--- src/rtl/stq_pkg.sv ---
package stq_pkg;

   typedef enum logic [2:0] {
      ST_IDLE,
      ST_START,
      ST_DATA,
      ST_PAR,
      ST_STOP
   } tx_state_t;

   typedef struct packed {
      logic len8;
      logic par_en;
      logic par_odd;
      logic stop2;
   } frame_cfg_t;

endpackage

--- src/rtl/stq_fifo.sv ---
module stq_fifo #(
   parameter int DW    = 8,
   parameter int DEPTH = 16,
   localparam int AW   = $clog2(DEPTH),
   localparam int CW   = AW + 1
) (
   input  logic          clk,
   input  logic          rst_n,
   input  logic          wr,
   input  logic [DW-1:0] wdata,
   input  logic          rd,
   output logic [DW-1:0] rdata,
   output logic [CW-1:0] count,
   output logic          empty,
   output logic          full,
   output logic          wr_ok,
   output logic          wr_lost
);

   logic [DW-1:0] mem [DEPTH];
   logic [AW-1:0] wptr, rptr, wptr_nx, rptr_nx;
   logic          rd_ok;

   initial begin
      assert (DEPTH >= 2) else $fatal(1, "stq_fifo: DEPTH too small");
   end

   assign empty   = (count == '0);
   assign full    = (count == CW'(DEPTH));
   assign wr_ok   = wr && !full;
   assign wr_lost = wr && full;
   assign rd_ok   = rd && !empty;
   assign rdata   = mem[rptr];

   generate
      if ((1 << AW) == DEPTH) begin : g_pow2
         assign wptr_nx = wptr + 1'b1;
         assign rptr_nx = rptr + 1'b1;
      end else begin : g_wrap
         assign wptr_nx = (wptr == AW'(DEPTH - 1)) ? '0 : wptr + 1'b1;
         assign rptr_nx = (rptr == AW'(DEPTH - 1)) ? '0 : rptr + 1'b1;
      end
   endgenerate

   always_ff @(posedge clk) begin
      if (wr_ok) mem[wptr] <= wdata;
   end

   always_ff @(posedge clk) begin
      if (!rst_n) begin
         wptr  <= '0;
         rptr  <= '0;
         count <= '0;
      end else begin
         if (wr_ok) wptr <= wptr_nx;
         if (rd_ok) rptr <= rptr_nx;
         case ({wr_ok, rd_ok})
            2'b10:   count <= count + 1'b1;
            2'b01:   count <= count - 1'b1;
            default: count <= count;
         endcase
      end
   end

   // fill level never exceeds the depth
   a_r10_no_overflow: assert property (@(posedge clk) disable iff (!rst_n)
      count <= CW'(DEPTH));

   // a write into a full queue with no read leaves the level alone
   a_r10_full_drop: assert property (@(posedge clk) disable iff (!rst_n)
      (full && wr && !rd) |=> (count == $past(count)));

endmodule

--- src/rtl/stq_framer.sv ---
module stq_framer
   import stq_pkg::*;
#(
   parameter int DW = 8,
   localparam int BW = $clog2(DW)
) (
   input  logic          clk,
   input  logic          rst_n,
   input  logic          tick,
   input  frame_cfg_t    cfg,
   input  logic          q_empty,
   input  logic [DW-1:0] q_data,
   output logic          pop,
   output logic          idle_done,
   output logic          txd
);

   tx_state_t     st;
   logic [DW-1:0] sh;
   logic [BW-1:0] bitn;
   logic          parb, stop_sec;
   logic          last_data, stop_end, par_calc;

   initial begin
      assert (DW >= 2) else $fatal(1, "stq_framer: DW must be at least 2");
   end

   assign last_data = (bitn == (cfg.len8 ? BW'(DW - 1) : BW'(DW - 2)));
   assign stop_end  = !cfg.stop2 || stop_sec;
   assign par_calc  = (cfg.len8 ? ^q_data : ^q_data[DW-2:0]) ^ cfg.par_odd;
   assign pop       = tick && !q_empty &&
                      ((st == ST_IDLE) || ((st == ST_STOP) && stop_end));
   assign idle_done = tick && (st == ST_STOP) && stop_end && q_empty;

   always_ff @(posedge clk) begin
      if (!rst_n) begin
         st       <= ST_IDLE;
         sh       <= '0;
         bitn     <= '0;
         parb     <= 1'b0;
         stop_sec <= 1'b0;
      end else if (tick) begin
         if (pop) begin
            st   <= ST_START;
            sh   <= q_data;
            parb <= par_calc;
         end else begin
            case (st)
               ST_START: begin
                  st   <= ST_DATA;
                  bitn <= '0;
               end
               ST_DATA: begin
                  sh       <= sh >> 1;
                  bitn     <= bitn + 1'b1;
                  stop_sec <= 1'b0;
                  if (last_data) st <= cfg.par_en ? ST_PAR : ST_STOP;
               end
               ST_PAR:  st <= ST_STOP;
               ST_STOP: begin
                  if (!stop_end) stop_sec <= 1'b1;
                  else           st       <= ST_IDLE;
               end
               default: st <= ST_IDLE;
            endcase
         end
      end
   end

   always_comb begin
      case (st)
         ST_START: txd = 1'b0;
         ST_DATA:  txd = sh[0];
         ST_PAR:   txd = parb;
         default:  txd = 1'b1;
      endcase
   end

   // a tick that finds data in an idle engine starts the frame
   a_r5_start_on_tick: assert property (@(posedge clk) disable iff (!rst_n)
      (tick && (st == ST_IDLE) && !q_empty) |=> !txd);

   // data waiting at the end of the stop period gives a start bit next
   a_r6_back_to_back: assert property (@(posedge clk) disable iff (!rst_n)
      (tick && (st == ST_STOP) && stop_end && !q_empty) |=> !txd);

   // with no tick the line level holds
   a_r1_hold_between_ticks: assert property (@(posedge clk) disable iff (!rst_n)
      !tick |=> $stable(txd));

endmodule

--- src/rtl/stq_flags.sv ---
module stq_flags #(
   parameter int CW = 5
) (
   input  logic          clk,
   input  logic          rst_n,
   input  logic [CW-1:0] count,
   input  logic [1:0]    trig_code,
   input  logic          clr_low,
   input  logic          clr_done,
   input  logic          clr_ovf,
   input  logic          wr_accept,
   input  logic          ovf_hit,
   input  logic          idle_done,
   output logic          low_flag,
   output logic          done_flag,
   output logic          ovf_flag
);

   logic [CW-1:0] trig_lvl;
   logic          at_or_below;

   initial begin
      assert (CW >= 4) else $fatal(1, "stq_flags: count too narrow for level 8");
   end

   assign trig_lvl    = (trig_code == 2'd0) ? '0 : (CW'(1) << trig_code);
   assign at_or_below = (count <= trig_lvl);

   always_ff @(posedge clk) begin
      if (!rst_n) begin
         low_flag  <= 1'b1;
         done_flag <= 1'b1;
         ovf_flag  <= 1'b0;
      end else begin
         if (at_or_below)  low_flag <= 1'b1;
         else if (clr_low) low_flag <= 1'b0;

         if (wr_accept || clr_done) done_flag <= 1'b0;
         else if (idle_done)        done_flag <= 1'b1;

         if (ovf_hit)      ovf_flag <= 1'b1;
         else if (clr_ovf) ovf_flag <= 1'b0;
      end
   end

   // level at or below the trigger always leaves the flag set
   a_r7_low_sets: assert property (@(posedge clk) disable iff (!rst_n)
      at_or_below |=> low_flag);

   // an accepted write clears the idle flag
   a_r9_write_clears: assert property (@(posedge clk) disable iff (!rst_n)
      wr_accept |=> !done_flag);

   // overflow flag is sticky until cleared
   a_r10_ovf_sticky: assert property (@(posedge clk) disable iff (!rst_n)
      (ovf_flag && !clr_ovf) |=> ovf_flag);

endmodule

--- src/rtl/serial_tx_queue.sv ---
module serial_tx_queue
   import stq_pkg::*;
#(
   parameter int DW    = 8,
   parameter int DEPTH = 16,
   localparam int CW   = $clog2(DEPTH) + 1
) (
   input  logic          clk,
   input  logic          rst_n,
   input  logic          baud_tick,
   input  logic          wr_en,
   input  logic [DW-1:0] wr_data,
   input  logic          cfg_len8,
   input  logic          cfg_par_en,
   input  logic          cfg_par_odd,
   input  logic          cfg_stop2,
   input  logic [1:0]    cfg_trig,
   input  logic          irq_en,
   input  logic          clr_low,
   input  logic          clr_done,
   input  logic          clr_ovf,
   output logic          txd,
   output logic          low_flag,
   output logic          done_flag,
   output logic          ovf_flag,
   output logic          irq
);

   frame_cfg_t    cfg;
   logic [DW-1:0] q_data;
   logic [CW-1:0] q_count;
   logic          q_empty, q_full, q_wr_ok, q_wr_lost;
   logic          pop, idle_done;

   initial begin
      assert (DEPTH > 8) else $fatal(1, "serial_tx_queue: DEPTH must exceed the top trigger level");
   end

   assign cfg = '{len8: cfg_len8, par_en: cfg_par_en,
                  par_odd: cfg_par_odd, stop2: cfg_stop2};

   stq_fifo #(.DW(DW), .DEPTH(DEPTH)) u_fifo (
      .clk     (clk),
      .rst_n   (rst_n),
      .wr      (wr_en),
      .wdata   (wr_data),
      .rd      (pop),
      .rdata   (q_data),
      .count   (q_count),
      .empty   (q_empty),
      .full    (q_full),
      .wr_ok   (q_wr_ok),
      .wr_lost (q_wr_lost)
   );

   stq_framer #(.DW(DW)) u_framer (
      .clk       (clk),
      .rst_n     (rst_n),
      .tick      (baud_tick),
      .cfg       (cfg),
      .q_empty   (q_empty),
      .q_data    (q_data),
      .pop       (pop),
      .idle_done (idle_done),
      .txd       (txd)
   );

   stq_flags #(.CW(CW)) u_flags (
      .clk       (clk),
      .rst_n     (rst_n),
      .count     (q_count),
      .trig_code (cfg_trig),
      .clr_low   (clr_low),
      .clr_done  (clr_done),
      .clr_ovf   (clr_ovf),
      .wr_accept (q_wr_ok),
      .ovf_hit   (q_wr_lost),
      .idle_done (idle_done),
      .low_flag  (low_flag),
      .done_flag (done_flag),
      .ovf_flag  (ovf_flag)
   );

   assign irq = low_flag && irq_en;

   // the idle flag only rises with the line at mark level
   a_r9_done_at_mark: assert property (@(posedge clk) disable iff (!rst_n)
      $rose(done_flag) |-> txd);

   // a lost write always leaves the overflow flag set
   a_r10_lost_sets_ovf: assert property (@(posedge clk) disable iff (!rst_n)
      (wr_en && q_full) |=> ovf_flag);

endmodule

--- config.mk ---
export PLATFORM = sky130hd
export DESIGN_NAME = serial_tx_queue
export DESIGN_NICKNAME = d
export VERILOG_FILES = /design/src/rtl/stq_pkg.sv /design/src/rtl/stq_fifo.sv /design/src/rtl/stq_framer.sv /design/src/rtl/stq_flags.sv /design/src/rtl/serial_tx_queue.sv
export SDC_FILE = /design/constraint.sdc
export NUM_CORES = 1
export LEC_CHECK = 0
export BUFFER_PORTS_ARGS = -buffer_cell sky130_fd_sc_hd__buf_4
export CORE_MARGIN = 8
export CORE_UTILIZATION = 60
export CTS_BUF_LIST = sky130_fd_sc_hd__clkbuf_4 sky130_fd_sc_hd__clkbuf_8
export DETAILED_ROUTE_END_ITERATION = 16
export MAX_ROUTING_LAYER = met4
export PLACE_DENSITY_LB_ADDON = 0.08
export SLEW_MARGIN = 20
export SYNTH_ARGS = -nofsm -noshare
export SYNTH_HDL_FRONTEND = slang
export SYNTH_HIERARCHICAL = 1
export SYNTH_SLANG_ARGS = --single-unit
export TNS_END_PERCENT = 50
--- constraint.sdc ---
create_clock -name clk -period 4.5 [get_ports clk]
set_input_delay 0.9 -clock clk [delete_from_list [all_inputs] [get_ports clk]]
set_output_delay 0.9 -clock clk [all_outputs]
set_load 0.05 [all_outputs]
* After elaboration in Yosys (flattened, before gate mapping)
Memories as Yosys holds them, arrays and structs flattened. A register that Yosys moved wholly into a read port is not among the register bits.
Cells that the tools add are included.
** Word-level totals
- Word-level logic and storage cells :: 89
- RAM bits :: 128
- Register bits :: 32
- Input bits :: 22
- Memories :: 1
- Output and inout port bits :: 5
** Operators by class
- Bitwise operators :: 3
- $lt $le $gt $ge :: 1
- Reduce and logical (&&, ||, !) cells :: 33
- Shift-type cells :: 1
- Equal/unequal tests :: 11
- Muxes and demuxes :: 23
- $add $sub $neg :: 5
** Memory list
- u_fifo.mem :: depth 16, bits a word 8, rd ports 1, clocked after memory_dff 1, write ports 1, line stq_fifo.sv:20 : logic [DW-1:0] mem [DEPTH];
** Operators with widths (number)
- 2-to-1 mux 8 bit :: 2
- 2-to-1 mux 3 bit :: 4
- one-hot mux 3 bit (4 select lines) :: 1
- nonzero test 2 bit :: 6
- logical AND 1 bit :: 10
- one-hot mux 5 bit (2 select lines) :: 1
- 2-to-1 mux 1 bit :: 9
- adder 4 x 1 -> 4 bit (second input constant) :: 2
- 2-to-1 mux 4 bit :: 2
- XOR reduction 8 bit :: 1
- XOR reduction 7 bit :: 1
- equality test 3 x 2 -> 1 bit (second input constant) :: 2
- inequality test 3 x 2 -> 1 bit (second input constant) :: 2
- one-hot mux 3 bit (2 select lines) :: 1
- AND reduction 3 bit :: 2
- adder 5 x 1 -> 5 bit (second input constant) :: 1
- equality test 5 bit (second input constant) :: 1
- <= comparator 5 bit :: 1
- logical NOT 5 bit :: 1
- 2-to-1 mux 5 bit :: 1
- << shifter 1 x 2 -> 5 bit (first input constant) :: 1
- subtractor 5 x 1 -> 5 bit (second input constant) :: 1
- AND reduction 2 bit :: 2
- AND reduction 4 bit :: 1
- 16 further kinds :: 21

* Longest topological paths before layout
- Word-level depth :: 8
- Depth in mapped cells :: 15

* Hierarchy
The synthesis kept the hierarchy.
** By module, submodules not included
- stq_fifo :: area an instance 5921.9 um2, cells an instance 310, seq. area each 4184.0 um2, times used 1
- stq_framer :: area an instance 1009.7 um2, cells an instance 115, seq. area each 320.3 um2, times used 1
- stq_flags :: area an instance 180.2 um2, cells an instance 21, seq. area each 60.1 um2, times used 1
- serial_tx_queue :: area an instance 6.3 um2, cells an instance 1, seq. area each 0.0 um2, times used 1

* Worst setup path after synthesis
OpenSTA, ideal clock, no wires.
- Path kind :: register to register
- Start point :: register u_fifo.count[1]
- End point :: register u_fifo.count[2]
- Cell stages (with the launch flop) :: 16
- Setup time :: 0.070 ns
- Slack :: 1.210 ns
- Buffers on the path :: 4
- Arrival :: 3.221 ns
- Cell sequence :: dfxtp_1 -> buf_6 -> or4_1 -> buf_2 -> nor2_1 -> nor4b_4 -> buf_6 -> o21ai_4 -> inv_1 -> ha_1 -> clkbuf_1 -> xor2_1 -> ha_1 -> o21a_1 -> or4_1 -> a21oi_1
** Between the ends
- Cells in the longest elaborated chain, start to end :: 7
- Elaborated cells on any way between the ends :: 14
** Ends and longest elaborated chain
- start: declaration :: line stq_fifo.sv:13 : output logic [CW-1:0] count,
- start signal: assignment :: line stq_fifo.sv:58 : 2'b10: count <= count + 1'b1;
- start signal: assignment :: line stq_fifo.sv:59 : 2'b01: count <= count - 1'b1;
- start signal: assignment :: line stq_fifo.sv:60 : default: count <= count;
- logical NOT 5 bit (*) :: line stq_fifo.sv:28 : assign empty = (count == '0);
- net q_empty :: line serial_tx_queue.sv:32 : logic q_empty, q_full, q_wr_ok, q_wr_lost;
- logical NOT 1 bit (*) :: line stq_framer.sv:31 : assign pop = tick && !q_empty &&
- logical AND 1 bit (*) (2 in series) :: line stq_framer.sv:31
- net pop :: line serial_tx_queue.sv:33 : logic pop, idle_done;
- logical AND 1 bit (*) :: line stq_fifo.sv:32 : assign rd_ok = rd && !empty;
- net u_fifo.rd_ok :: line stq_fifo.sv:22 : logic rd_ok;
- equality test 2 x 1 -> 1 bit / equality test 2 bit (equally long branches) :: line stq_fifo.sv:57 : case ({wr_ok, rd_ok})
- one-hot mux 5 bit (2 select lines) / nonzero test 2 bit (equally long branches)
Mark *: on every way through the listed nets, which the timed path passes. The rest lies on a longest branch.
A chain may end at the register's enable or synchronous reset.

* Worst setup path in the final report
- Start point :: register u_fifo.count[0]
- End point :: register u_fifo.count[2]
Same word-level chain as after synthesis.

==> results.ini <==
[synthesis]
syn_avg_cell_area_um2 = 16.0
syn_nets = 480
syn_area_mm2 = 0.00711
syn-instance-count = 446
synth_warnings = 6

[job]
drv_cap = 0

[floorplan]
die-area_mm2 = 0.0156
initial_core_util = 0.618
die_w_um = 125
rows = 39
die_h_um = 125
core_area_mm2 = 0.0115
io_pins = 27

[power_and_ir_drop]
p_per_area_mw_per_mm2 = 466
peakVddDrop_mv = 0.367
p_leak_nw = 2.55

[setup_path]
startpoint_type = register
cp_max_fo = 17
crit_slowest_cell = or4_1
cpPeakStageDelay_ns = 0.71
critPathRequiredTime_ns = 4.89
regToRegEndpoint = u_fifo/count[2]
crit_end = u_fifo/count[2]
critical_path.startpoint = u_fifo/count[0]
worstSetupPathDepth = 12
r2r_cells = 12
critPathBufInv = 2
critPathTopFamily = simple AND/OR/NAND/NOR gates
r2r_slack_ns = 0.93
critPathKind = reg -> reg
arrival_ns = 3.96
cp-end-kind = register
path_cells = or4_1 -> nor2_1 -> nor4b_4 -> buf_4 -> o21ai_4 -> inv_1 -> ha_1 -> xor2_1 -> ha_1 -> o21a_1 -> or4_1 -> a21oi_1
r2r-start = u_fifo/count[0]

[outcome]
outcome = finished clean

[place]
portBuffers = 26
preCtsSetupSlack_ns = 0.970
gp_congestion = 0.842
placed_area_mm2 = 0.00740
dpl.hpwl_mm = 8.83
numPlacedInstances = 596

[clocking]
clk_latency_ns = 0.45
cts_hold_buf = 0
htreeDepth = 4
cts_tree = done
cts_setup_buffers = 0
cts_resized = 0
cts_root_buf = clkbuf_8
cts_made_buffers = 17
clock_path_buffers = 2
cts.sinks = 164
clkSlewWorstSetupHoldPaths_ns = 0.09

[grt]
grt_first_pass_wirelength_mm = 20.7
track_usage = 0.179
first_global_vias = 3790
antenna_found_initial = 0
grt_max_degree = 33
grt-ovfl-total = 0

[route]
first_iter_violations = 351
wl_mm = 12.9
vias = 3832
dr.pass1.iters = 4
postRouteAntennaNets = 0
wl_per_cell_um = 20.6
post-route-drc-count = 0
viasPerCell = 6.10

[sta]
post-route-min-period_ns = 3.57
hold_viol = 0
setup_viol = 0
rsz0062_at_grt = no
skew_ns = 0.0139
period_share = 0.793
clock.fmax_mhz = 280
setup_tns_ns = 0
fin_ws_ns = 0.930
slew_violations = 0
max_slew_margin = 0.374
tightest_slew_ns = 0.936
holdWs_ns = 0.497

[layout]
drive_gt1_frac = 0.231
final_cells = 628
area_delta_synth_final_pct = 9.50
fin_nets = 506
final_cell_area_mm2 = 0.00779
diodes = 0

[hold_path]
min_path_type = reg -> reg

per-stage QoR:
stage	util	total power, mW
6_report	0.676	3.63
5_1_grt	0.676	3.80
4_1_cts	0.676	3.66
3_5_place_dp	0.643	2.63
3_3_place_gp	0.643	2.61
2_1_floorplan	-	2.47
power breakdown:
part | leakage (nW) | total, mW | switching, mW | internal (mW)
sequential | 1.45 | 1.81 | 0.0897 | 1.72
clock | 0.189 | 1.04 | 0.524 | 0.512
combinational | 0.913 | 0.784 | 0.408 | 0.376
total | 2.55 | 3.63 | 1.02 | 2.61
final cells by class:
class,count,area (µm²)
Multi-Input combinational cell,244,2350
Clock buffer,20,256
Clock inverter,12,130
Sequential cell,164,4570
Timing Repair Buffer,33,260
Inverter,12,45.0
Fill cell,788,3730
Tap cell,143,179
state kept, by name, indices dropped and copies added (netlist names), named ones only:
signal and cells:
u_fifo/mem 128, u_framer/sh 8, u_fifo/count 5, u_fifo/rptr 4, u_fifo/wptr 4, u_framer/bitn 3
u_framer/st 3, u_flags/done_flag 1, u_flags/low_flag 1, u_flags/ovf_flag 1, u_framer/parb 1, u_framer/stop_sec 1
routing by layer:
metal  GRT usage  share of wire  vias up
met2       0.270           0.48      100
met5           -              0        -
li1            -              -     1799
met1       0.223           0.44     1911
met4      0.0738          0.020        0
met3      0.0535          0.060       22
cells in the final DEF, fill, tap and decap left out, drive strengths merged, types with 2 or more instances in the layout:
cell and n:
nand2 18, o211ai 4, nand3b 5, a21o 2
clkinv 4, or3 2, clkinvlp 3, edfxtp 128
clkbuf 20, nor2b 5, o21a 8, bufinv 2
nand4 2, mux4 40, o31ai 3, or4 2
o221ai 2, nor3 9, buf 33, and3 2
inv 15, xor2 7, a211oi 7, ha 12
nor2 29, nand3 6, o2111ai 3, a21oi 21
nor4 2, mux2i 9, o21ai 13, xnor2 6
nand2b 8, dfxtp 36, a22oi 2, and2 3
worst reg2reg max path, cell delays in order (launching register included):
cell and delay, ns:
dfxtp_1 0.39, or4_1 0.71, nor2_1 0.38, nor4b_4 0.09
buf_4 0.23, o21ai_4 0.12, inv_1 0.07, ha_1 0.34
xor2_1 0.21, ha_1 0.23, o21a_1 0.20, or4_1 0.39
a21oi_1 0.15
worst min path at each step:
stage | cells after the start | end | slack (ns) | start
floorplan | 2 | u_framer/bitn[1] | 0.46 | u_framer/bitn[1]
global placement | 2 | u_framer/bitn[1] | 0.48 | u_framer/bitn[1]
detailed placement | 2 | u_framer/bitn[1] | 0.49 | u_framer/bitn[1]
CTS | 2 | u_framer/bitn[1] | 0.50 | u_framer/bitn[1]
global route | 2 | u_framer/bitn[1] | 0.51 | u_framer/bitn[1]
finish | 2 | u_framer/bitn[1] | 0.50 | u_framer/bitn[1]
Power figures use the tool's default switching activity.
